**src/rtl/sysctl_pkg.sv**
```systemverilog
package sysctl_pkg;
  localparam int WORD_W    = 32;
  localparam int REG_NUM_W = 5;
  localparam int TIMER_BIT = 15;

  localparam logic [REG_NUM_W-1:0] RN_INDEX    = 5'd0;
  localparam logic [REG_NUM_W-1:0] RN_RANDOM   = 5'd1;
  localparam logic [REG_NUM_W-1:0] RN_ENTRYLO0 = 5'd2;
  localparam logic [REG_NUM_W-1:0] RN_ENTRYLO1 = 5'd3;
  localparam logic [REG_NUM_W-1:0] RN_CONTEXT  = 5'd4;
  localparam logic [REG_NUM_W-1:0] RN_PAGEMASK = 5'd5;
  localparam logic [REG_NUM_W-1:0] RN_WIRED    = 5'd6;
  localparam logic [REG_NUM_W-1:0] RN_BADVADDR = 5'd8;
  localparam logic [REG_NUM_W-1:0] RN_COUNT    = 5'd9;
  localparam logic [REG_NUM_W-1:0] RN_ENTRYHI  = 5'd10;
  localparam logic [REG_NUM_W-1:0] RN_COMPARE  = 5'd11;
  localparam logic [REG_NUM_W-1:0] RN_STATUS   = 5'd12;
  localparam logic [REG_NUM_W-1:0] RN_CAUSE    = 5'd13;
  localparam logic [REG_NUM_W-1:0] RN_EPC      = 5'd14;
  localparam logic [REG_NUM_W-1:0] RN_PREVID   = 5'd15;
  localparam logic [REG_NUM_W-1:0] RN_CONFIG   = 5'd16;
  localparam logic [REG_NUM_W-1:0] RN_WATCHLO  = 5'd18;
  localparam logic [REG_NUM_W-1:0] RN_WATCHHI  = 5'd19;
  localparam logic [REG_NUM_W-1:0] RN_TAGLO    = 5'd28;
  localparam logic [REG_NUM_W-1:0] RN_TAGHI    = 5'd29;

  localparam logic [WORD_W-1:0] MASK_INDEX    = 32'h8000_003F;
  localparam logic [WORD_W-1:0] MASK_ENTRYLO  = 32'h3FFF_FFFF;
  localparam logic [WORD_W-1:0] MASK_PAGEMASK = 32'h01FF_E000;
  localparam logic [WORD_W-1:0] MASK_ENTRYHI  = 32'hFFFF_E0FF;
  localparam logic [WORD_W-1:0] MASK_TAGLO    = 32'h0FFF_FFC0;
  localparam int CTX_HI_LSB = 23;

  typedef struct packed {
    logic wrIndex;
    logic wrEntryLo0;
    logic wrEntryLo1;
    logic wrContext;
    logic wrPageMask;
    logic wrWired;
    logic wrCount;
    logic wrEntryHi;
    logic wrCompare;
    logic wrStatus;
    logic wrCause;
    logic wrEpc;
    logic wrConfig;
    logic wrWatchLo;
    logic wrWatchHi;
    logic wrTagLo;
    logic wrTagHi;
  } wrStrobe_t;
endpackage

```
**src/rtl/sysctl_ctrl.sv**
```systemverilog
module sysctl_ctrl
  import sysctl_pkg::*;
#(
  parameter int TLB_ENTRIES = 32
) (
  input  logic                 clk,
  input  logic                 rstN,
  input  logic                 wrEn,
  input  logic [REG_NUM_W-1:0] regNum,
  input  logic [WORD_W-1:0]    wrData,
  output wrStrobe_t            stb,
  output logic                 accessErr
);
  localparam logic [6:0] IDX_LIMIT = 7'(TLB_ENTRIES);

  logic badNow;

  always_comb begin
    stb    = '0;
    badNow = 1'b0;
    if (wrEn) begin
      case (regNum)
        RN_INDEX: begin
          stb.wrIndex = 1'b1;
          badNow = ({1'b0, wrData[5:0]} >= IDX_LIMIT);
        end
        RN_ENTRYLO0: stb.wrEntryLo0 = 1'b1;
        RN_ENTRYLO1: stb.wrEntryLo1 = 1'b1;
        RN_CONTEXT:  stb.wrContext  = 1'b1;
        RN_PAGEMASK: stb.wrPageMask = 1'b1;
        RN_WIRED:    stb.wrWired    = 1'b1;
        RN_COUNT:    stb.wrCount    = 1'b1;
        RN_ENTRYHI:  stb.wrEntryHi  = 1'b1;
        RN_COMPARE:  stb.wrCompare  = 1'b1;
        RN_STATUS:   stb.wrStatus   = 1'b1;
        RN_CAUSE: begin
          stb.wrCause = (wrData == '0);
          badNow = (wrData != '0);
        end
        RN_EPC:      stb.wrEpc      = 1'b1;
        RN_CONFIG:   stb.wrConfig   = 1'b1;
        RN_WATCHLO:  stb.wrWatchLo  = 1'b1;
        RN_WATCHHI:  stb.wrWatchHi  = 1'b1;
        RN_TAGLO:    stb.wrTagLo    = 1'b1;
        RN_TAGHI:    stb.wrTagHi    = 1'b1;
        RN_RANDOM, RN_BADVADDR, RN_PREVID: badNow = 1'b0;
        default:     badNow = 1'b1;
      endcase
    end
  end

  always_ff @(posedge clk) begin
    if (!rstN) accessErr <= 1'b0;
    else       accessErr <= badNow;
  end


  err_quiet_chk: assert property (@(posedge clk) disable iff (!rstN)
    (rstN && !wrEn) |=> !accessErr);


  cause_reject_chk: assert property (@(posedge clk) disable iff (!rstN)
    (rstN && wrEn && regNum == RN_CAUSE && wrData != '0) |=> accessErr);


  unlisted_err_chk: assert property (@(posedge clk) disable iff (!rstN)
    (rstN && wrEn && (regNum == 5'd7 || regNum == 5'd17 || regNum == 5'd31)) |=> accessErr);
endmodule

```
**src/rtl/sysctl_dp.sv**
```systemverilog
module sysctl_dp
  import sysctl_pkg::*;
#(
  parameter int TLB_ENTRIES = 32,
  parameter int OUT_W       = 64
) (
  input  logic                 clk,
  input  logic                 rstN,
  input  wrStrobe_t            stb,
  input  logic [REG_NUM_W-1:0] regNum,
  input  logic [WORD_W-1:0]    wrData,
  input  logic                 tickEn,
  input  logic                 retirePulse,
  output logic [OUT_W-1:0]     rdData,
  output logic [WORD_W-1:0]    statusOut,
  output logic                 timerIrq
);
  localparam int RAND_W = $clog2(TLB_ENTRIES);
  localparam logic [RAND_W-1:0] RAND_TOP = RAND_W'(TLB_ENTRIES - 1);

  logic [WORD_W-1:0] indexReg, entryLo0Reg, entryLo1Reg, contextReg, pageMaskReg;
  logic [WORD_W-1:0] wiredReg, countReg, entryHiReg, compareReg, statusReg;
  logic [WORD_W-1:0] causeReg, epcReg, configReg, watchLoReg, watchHiReg;
  logic [WORD_W-1:0] tagLoReg, tagHiReg, badVAddrReg, prevIdReg;
  logic [RAND_W-1:0] randomReg;
  logic [WORD_W-1:0] countInc;
  logic              timerHit;
  logic              atBoundary;
  logic [WORD_W-1:0] rdWord;

  assign countInc   = countReg + 32'd1;
  assign timerHit   = tickEn && !stb.wrCount && (countInc == compareReg);
  assign atBoundary = (WORD_W'(randomReg) <= wiredReg);

  always_ff @(posedge clk) begin
    if (!rstN) begin
      indexReg    <= '0;
      entryLo0Reg <= '0;
      entryLo1Reg <= '0;
      contextReg  <= '0;
      pageMaskReg <= '0;
      wiredReg    <= '0;
      entryHiReg  <= '0;
      compareReg  <= '0;
      statusReg   <= '0;
      epcReg      <= '0;
      configReg   <= '0;
      watchLoReg  <= '0;
      watchHiReg  <= '0;
      tagLoReg    <= '0;
      tagHiReg    <= '0;
      badVAddrReg <= '0;
      prevIdReg   <= '0;
    end else begin
      if (stb.wrIndex)    indexReg    <= wrData & MASK_INDEX;
      if (stb.wrEntryLo0) entryLo0Reg <= wrData & MASK_ENTRYLO;
      if (stb.wrEntryLo1) entryLo1Reg <= wrData & MASK_ENTRYLO;
      if (stb.wrContext)
        contextReg <= {wrData[WORD_W-1:CTX_HI_LSB], contextReg[CTX_HI_LSB-1:0]};
      if (stb.wrPageMask) pageMaskReg <= wrData & MASK_PAGEMASK;
      if (stb.wrWired)    wiredReg    <= wrData;
      if (stb.wrEntryHi)  entryHiReg  <= wrData & MASK_ENTRYHI;
      if (stb.wrCompare)  compareReg  <= wrData;
      if (stb.wrStatus)   statusReg   <= wrData;
      if (stb.wrEpc)      epcReg      <= wrData;
      if (stb.wrConfig)   configReg   <= wrData;
      if (stb.wrWatchLo)  watchLoReg  <= wrData;
      if (stb.wrWatchHi)  watchHiReg  <= wrData;
      if (stb.wrTagLo)    tagLoReg    <= wrData & MASK_TAGLO;
      if (stb.wrTagHi)    tagHiReg    <= '0;
    end
  end

  // Counter and timer interrupt
  always_ff @(posedge clk) begin
    if (!rstN) begin
      countReg <= '0;
      causeReg <= '0;
    end else begin
      if (stb.wrCount)  countReg <= wrData;
      else if (tickEn)  countReg <= countInc;
      if (stb.wrCause)        causeReg            <= '0;
      else if (stb.wrCompare) causeReg[TIMER_BIT] <= 1'b0;
      else if (timerHit)      causeReg[TIMER_BIT] <= 1'b1;
    end
  end

  // Replacement pointer
  always_ff @(posedge clk) begin
    if (!rstN)              randomReg <= RAND_TOP;
    else if (stb.wrWired)   randomReg <= RAND_TOP;
    else if (retirePulse)   randomReg <= atBoundary ? RAND_TOP : randomReg - 1'b1;
  end

  always_comb begin
    case (regNum)
      RN_INDEX:    rdWord = indexReg;
      RN_RANDOM:   rdWord = WORD_W'(randomReg);
      RN_ENTRYLO0: rdWord = entryLo0Reg;
      RN_ENTRYLO1: rdWord = entryLo1Reg;
      RN_CONTEXT:  rdWord = contextReg;
      RN_PAGEMASK: rdWord = pageMaskReg;
      RN_WIRED:    rdWord = wiredReg;
      RN_BADVADDR: rdWord = badVAddrReg;
      RN_COUNT:    rdWord = countReg;
      RN_ENTRYHI:  rdWord = entryHiReg;
      RN_COMPARE:  rdWord = compareReg;
      RN_STATUS:   rdWord = statusReg;
      RN_CAUSE:    rdWord = causeReg;
      RN_EPC:      rdWord = epcReg;
      RN_PREVID:   rdWord = prevIdReg;
      RN_CONFIG:   rdWord = configReg;
      RN_WATCHLO:  rdWord = watchLoReg;
      RN_WATCHHI:  rdWord = watchHiReg;
      RN_TAGLO:    rdWord = tagLoReg;
      RN_TAGHI:    rdWord = tagHiReg;
      default:     rdWord = '0;
    endcase
  end

  assign rdData    = {{(OUT_W-WORD_W){rdWord[WORD_W-1]}}, rdWord};
  assign statusOut = statusReg;
  assign timerIrq  = causeReg[TIMER_BIT];


  compare_clear_chk: assert property (@(posedge clk) disable iff (!rstN)
    (rstN && stb.wrCompare) |=> !timerIrq);


  wired_reload_chk: assert property (@(posedge clk) disable iff (!rstN)
    (rstN && stb.wrWired) |=> (randomReg == RAND_TOP));


  count_step_chk: assert property (@(posedge clk) disable iff (!rstN)
    (rstN && tickEn && !stb.wrCount) |=> (countReg == $past(countReg) + 32'd1));


  pending_hold_chk: assert property (@(posedge clk) disable iff (!rstN)
    (rstN && timerIrq && !stb.wrCompare && !stb.wrCause) |=> timerIrq);


  random_step_chk: assert property (@(posedge clk) disable iff (!rstN)
    (rstN && retirePulse && !stb.wrWired && !atBoundary) |=>
      (randomReg == $past(randomReg) - 1'b1));
endmodule

```
**src/rtl/sysctl_regbank.sv**
```systemverilog
module sysctl_regbank
  import sysctl_pkg::*;
#(
  parameter int TLB_ENTRIES = 32,
  parameter int OUT_W       = 64
) (
  input  logic                 clk,
  input  logic                 rstN,
  input  logic                 wrEn,
  input  logic [REG_NUM_W-1:0] regNum,
  input  logic [WORD_W-1:0]    wrData,
  input  logic                 tickEn,
  input  logic                 retirePulse,
  output logic [OUT_W-1:0]     rdData,
  output logic                 accessErr,
  output logic [WORD_W-1:0]    statusOut,
  output logic                 timerIrq
);
  wrStrobe_t stb;

  sysctl_ctrl #(.TLB_ENTRIES(TLB_ENTRIES)) ctrl_i (
    .clk(clk), .rstN(rstN), .wrEn(wrEn), .regNum(regNum),
    .wrData(wrData), .stb(stb), .accessErr(accessErr)
  );

  sysctl_dp #(.TLB_ENTRIES(TLB_ENTRIES), .OUT_W(OUT_W)) dp_i (
    .clk(clk), .rstN(rstN), .stb(stb), .regNum(regNum), .wrData(wrData),
    .tickEn(tickEn), .retirePulse(retirePulse), .rdData(rdData),
    .statusOut(statusOut), .timerIrq(timerIrq)
  );
endmodule

```
**config.mk**
```make
export PLATFORM = sky130hd
export DESIGN_NAME = sysctl_regbank
export DESIGN_NICKNAME = d
export VERILOG_FILES = /design/src/rtl/sysctl_pkg.sv /design/src/rtl/sysctl_ctrl.sv /design/src/rtl/sysctl_dp.sv /design/src/rtl/sysctl_regbank.sv
export SDC_FILE = /design/constraint.sdc
export NUM_CORES = 1
export LEC_CHECK = 0
export BUFFER_PORTS_ARGS = -buffer_cell sky130_fd_sc_hd__buf_2
export CAP_MARGIN = 15
export CORE_AREA = 3 3 239 218
export CTS_CLUSTER_DIAMETER = 40
export DETAILED_ROUTE_END_ITERATION = 7
export DIE_AREA = 0 0 242 221
export PLACE_DENSITY = 0.56
export SYNTH_ARGS = -nofsm -noshare
export SYNTH_HDL_FRONTEND = slang
export SYNTH_SLANG_ARGS = --single-unit
export TNS_END_PERCENT = 20
```
**constraint.sdc**
```tcl
create_clock -name clk -period 5.3 [get_ports clk]
set_input_delay 0 -clock clk [delete_from_list [all_inputs] [get_ports clk]]
set_output_delay 0 -clock clk [all_outputs]
set_load 0.02 [all_outputs]
```
==> results.yml <==
power_and_ir_drop:
  pwr-share-clk_pct: 53.1
  p_int_mw: 5.42
  combPwrFrac_pct: 4.7
  power_density_nw_per_um2: 337
  power_leakage_nw: 7.80
  swShare_pct: 25.3
  seq_power_share_pct: 42.2
  p_switching_mw: 1.83
  peakVddDrop_v: 0.000299
detailed_routing:
  post_drt_wl_per_cell_um: 22.6
  viasPerCell: 5.65
  drtIter0Drc: 2107
  drc_errors: 1
  wirelength_mm: 69.9
  ant_nets: 0
  dr.pass1.iters: 8
  via_count: 17495
yosys:
  synth_flop_cell: "dfxtp_1"
  synth_cell_type_count: 71
  yosys.area.top_type: "dfxtp_1"
  synth_area_leaders: "dfxtp_1 (44%), nand2_1 (14%), a21oi_1 (9.2%)"
  syn-cell-area_um2: 18400
  seq_area_frac_synth_pct: 43.6
  synth_nets: 2383
  async_reset_ff_share_pct: 0
  syn_inst: 2334
  synth-edff-count: 0
  ys_ff_latch: 400
  syn_avg_cell_area_um2: 7.86
  yosys_warnings: 0
  synth_top_cell_area_share_pct: 43.6
clock_network:
  htreeDepth: 2
  path_clk_slew_ns: 0.06
  clock-root-buffer: "clkbuf_16"
  cts_buffer_depth: 3
  holdBufCountCts: 39
  numCtsBuffers: 59
  cts_sinks: 400
  cts_setup_buffers: 0
  cts_tree: "yes"
  clkLatencyLatePin_ns: 0.62
  cts_resized: 0
floorplan:
  initial_core_util_pct: 36.7
  die-area_um2: 53500
  die_w_um: 242
  row_count: 78
  die_height_um: 221
  io_pins: 140
  design.core.area_um2: 50000
final_layout:
  area_growth_pct: 17.4
  fin_nets: 2414
  drive_gt1_share_pct: 13.5
  final_util_pct: 43.1
  fillers: 5106
setup_path:
  path_max_fanout: 33
  cp-end-kind: "output pin"
  worstSetupPathType: "input pin to output pin"
  cp.arrival_ns: 3.35
  startpoint_type: "input pin"
  reg2regPathDepth: 8
  critPathRequiredTime_ns: 5.30
placed_design:
  gp_congestion: 0.894
  post-dp-hpwl_mm: 42.7
  port_buffers: 139
timing:
  grt_setup_unrepaired: "no"
  drv_slew: 0
  tns_ns: 0
  timing.fmax_ghz: 0.298
  setup_viol: 0
  period_needed_ns: 3.35
  period_share_pct: 63.3
  finalHoldViolCount: 0
  tightest_slew_ns: 1.06
  slew_headroom_pct: 29.3
  fin_skew_ns: 0.0204
grt:
  grt_pass1_wl_mm: 105
  grt_max_degree: 166
  gr-total-overflow: 0
  grt_usage_pct: 25.2
  antenna_found_initial: 2
  first_global_vias: 16456
run_status:
  status: "finished, violations left"
  violations: "DRC"
worst_hold_path:
  worstHoldPathType: "input pin to flip-flop"
  min_delay_path_depth: 4
run:
  cap_violations: 0
==> registers in the layout (all words and copies together), names as in the netlist <==
name	cells
dp_i.contextReg	9
dp_i.compareReg	32
dp_i.indexReg	7
dp_i.statusOut	32
dp_i.entryLo1Reg	30
dp_i.causeReg	1
ctrl_i.accessErr	1
dp_i.countReg	32
dp_i.watchHiReg	32
dp_i.configReg	32
dp_i.tagLoReg	22
dp_i.randomReg	5
dp_i.wiredReg	32
dp_i.pageMaskReg	12
dp_i.entryLo0Reg	30
dp_i.epcReg	32
dp_i.watchLoReg	32
dp_i.entryHiReg	27
==> placed cells by master, fill, tap and decap left out, types with 39 or more instances in the layout <==
| master | n |
|---|---|
| nand2_1 | 692 |
| dfxtp_1 | 400 |
| a21oi_1 | 336 |
| buf_2 | 139 |
| nor2_1 | 75 |
| a221oi_1 | 67 |
| a22o_1 | 63 |
| nand3_1 | 62 |
| clkbuf_16 | 60 |
| xnor2_1 | 42 |
| mux2i_1 | 39 |
| dlygate4sd3_1 | 39 |
==> stage by stage <==
stage / power, mW / cell area (um2) / setup WS, ns / hold slack (ns) / instances
5_1_grt: 7.47 / 21500 / 1.80 / 0.147 / 3096
3_5_place_dp: 3.44 / 19200 / 2.54 / 0.320 / 2943
6_report: 7.26 / 21500 / 1.95 / 0.115 / 3096
2_1_floorplan: 3.31 / 18400 / 2.91 / 0.125 / 2334
4_1_cts: 7.30 / 21500 / 1.98 / 0.0708 / 3093
3_3_place_gp: 3.44 / 19200 / 2.60 / 0.315 / 2942
==> cell families after synthesis <==
group | Yosys count | share of synthesized area [%]
and+or+nand+nor | 964 | 22.8
AOI/OAI and AO/OA | 583 | 20.6
DFF | 400 | 43.6
buffers and inverters | 261 | 6.56
xor gates and xnor gates | 78 | 3.72
muxes | 41 | 2.25
adders and majority gates | 7 | 0.477
==> final timing paths <==
check / from / to / slack, ns
setup / recovery: regNum[0] / rdData[51] / 1.95
hold reg to reg: dp_i.entryLo1Reg[11]$_SDFFE_PN0P_ / dp_i.entryLo1Reg[11]$_SDFFE_PN0P_ / 0.45
hold / removal: regNum[1] / ctrl_i.accessErr$_SDFF_PN0_ / 0.11
setup reg to reg: dp_i.countReg[0]$_SDFFE_PN0P_ / dp_i.causeReg[15]$_SDFFE_PP0P_ / 2.50
==> cell type report <==
type                            instances  area [um2]  share of cell area, %
Clock buffer                           72        1580                   7.32
Timing Repair Buffer                  219        1460                   6.77
Antenna cell                            1        2.50                 0.0116
Inverter                               12        52.6                  0.244
Clock inverter                         39         367                   1.70
Sequential cell                       400        8010                   37.2
Tap cell                              680         851                   3.95
Multi-Input combinational cell       1673        9230                   42.8
==> critical path: stages <==
cell	delay [ns]
dlygate4sd3_1	0.59
buf_2	0.30
nand2_1	0.26
nor2_4	0.69
buf_4	0.46
a222oi_1	0.15
nand2_1	0.58
buf_2	0.29
==> per-layer routing <==
| metal | vias up | routed length [um] | GRT usage (%) |
|---|---|---|---|
| li1 | 8156 | - | - |
| met1 | 8395 | 29900 | 34.2 |
| met2 | 793 | 31100 | 39.1 |
| met3 | 149 | 6390 | 5.97 |
| met4 | 2 | 2460 | 9.05 |
| met5 | - | 13 | 0 |
==> power by group through the flow <==
stage          registers, mW  logic (mW)  clock network, mW
6_report                3.06       0.339               3.85
5_1_grt                 3.07       0.362               4.04
4_1_cts                 3.06       0.334               3.90
3_5_place_dp            3.13       0.311                  0
3_3_place_gp            3.13       0.308                  0
2_1_floorplan           3.12       0.192                  0
==> synthesized netlist by cell type, types with 3 or more instances <==
master    instances
ha_1              7
clkbuf_1        166
dfxtp_1         400
nor3_1           16
a22o_1           63
inv_1            11
a221o_1          16
nand2_1         695
nand3_1          62
buf_2            30
buf_1             8
mux2i_1          39
nor2_1           84
nor4_1           22
nand2b_1          5
o21ai_0          10
xor2_1           36
a31oi_1           3
a222oi_1         23
a22oi_1          19
a221oi_1         67
buf_4            40
nand4_1          24
o21a_1            3
a21oi_1         336
xnor2_1          42
or3_1             4
and2_1            6
and4_1            4
and2_0            5
and3_1            5
nor4_4            4
a211oi_1         32
Power figures use the tool's default switching activity.
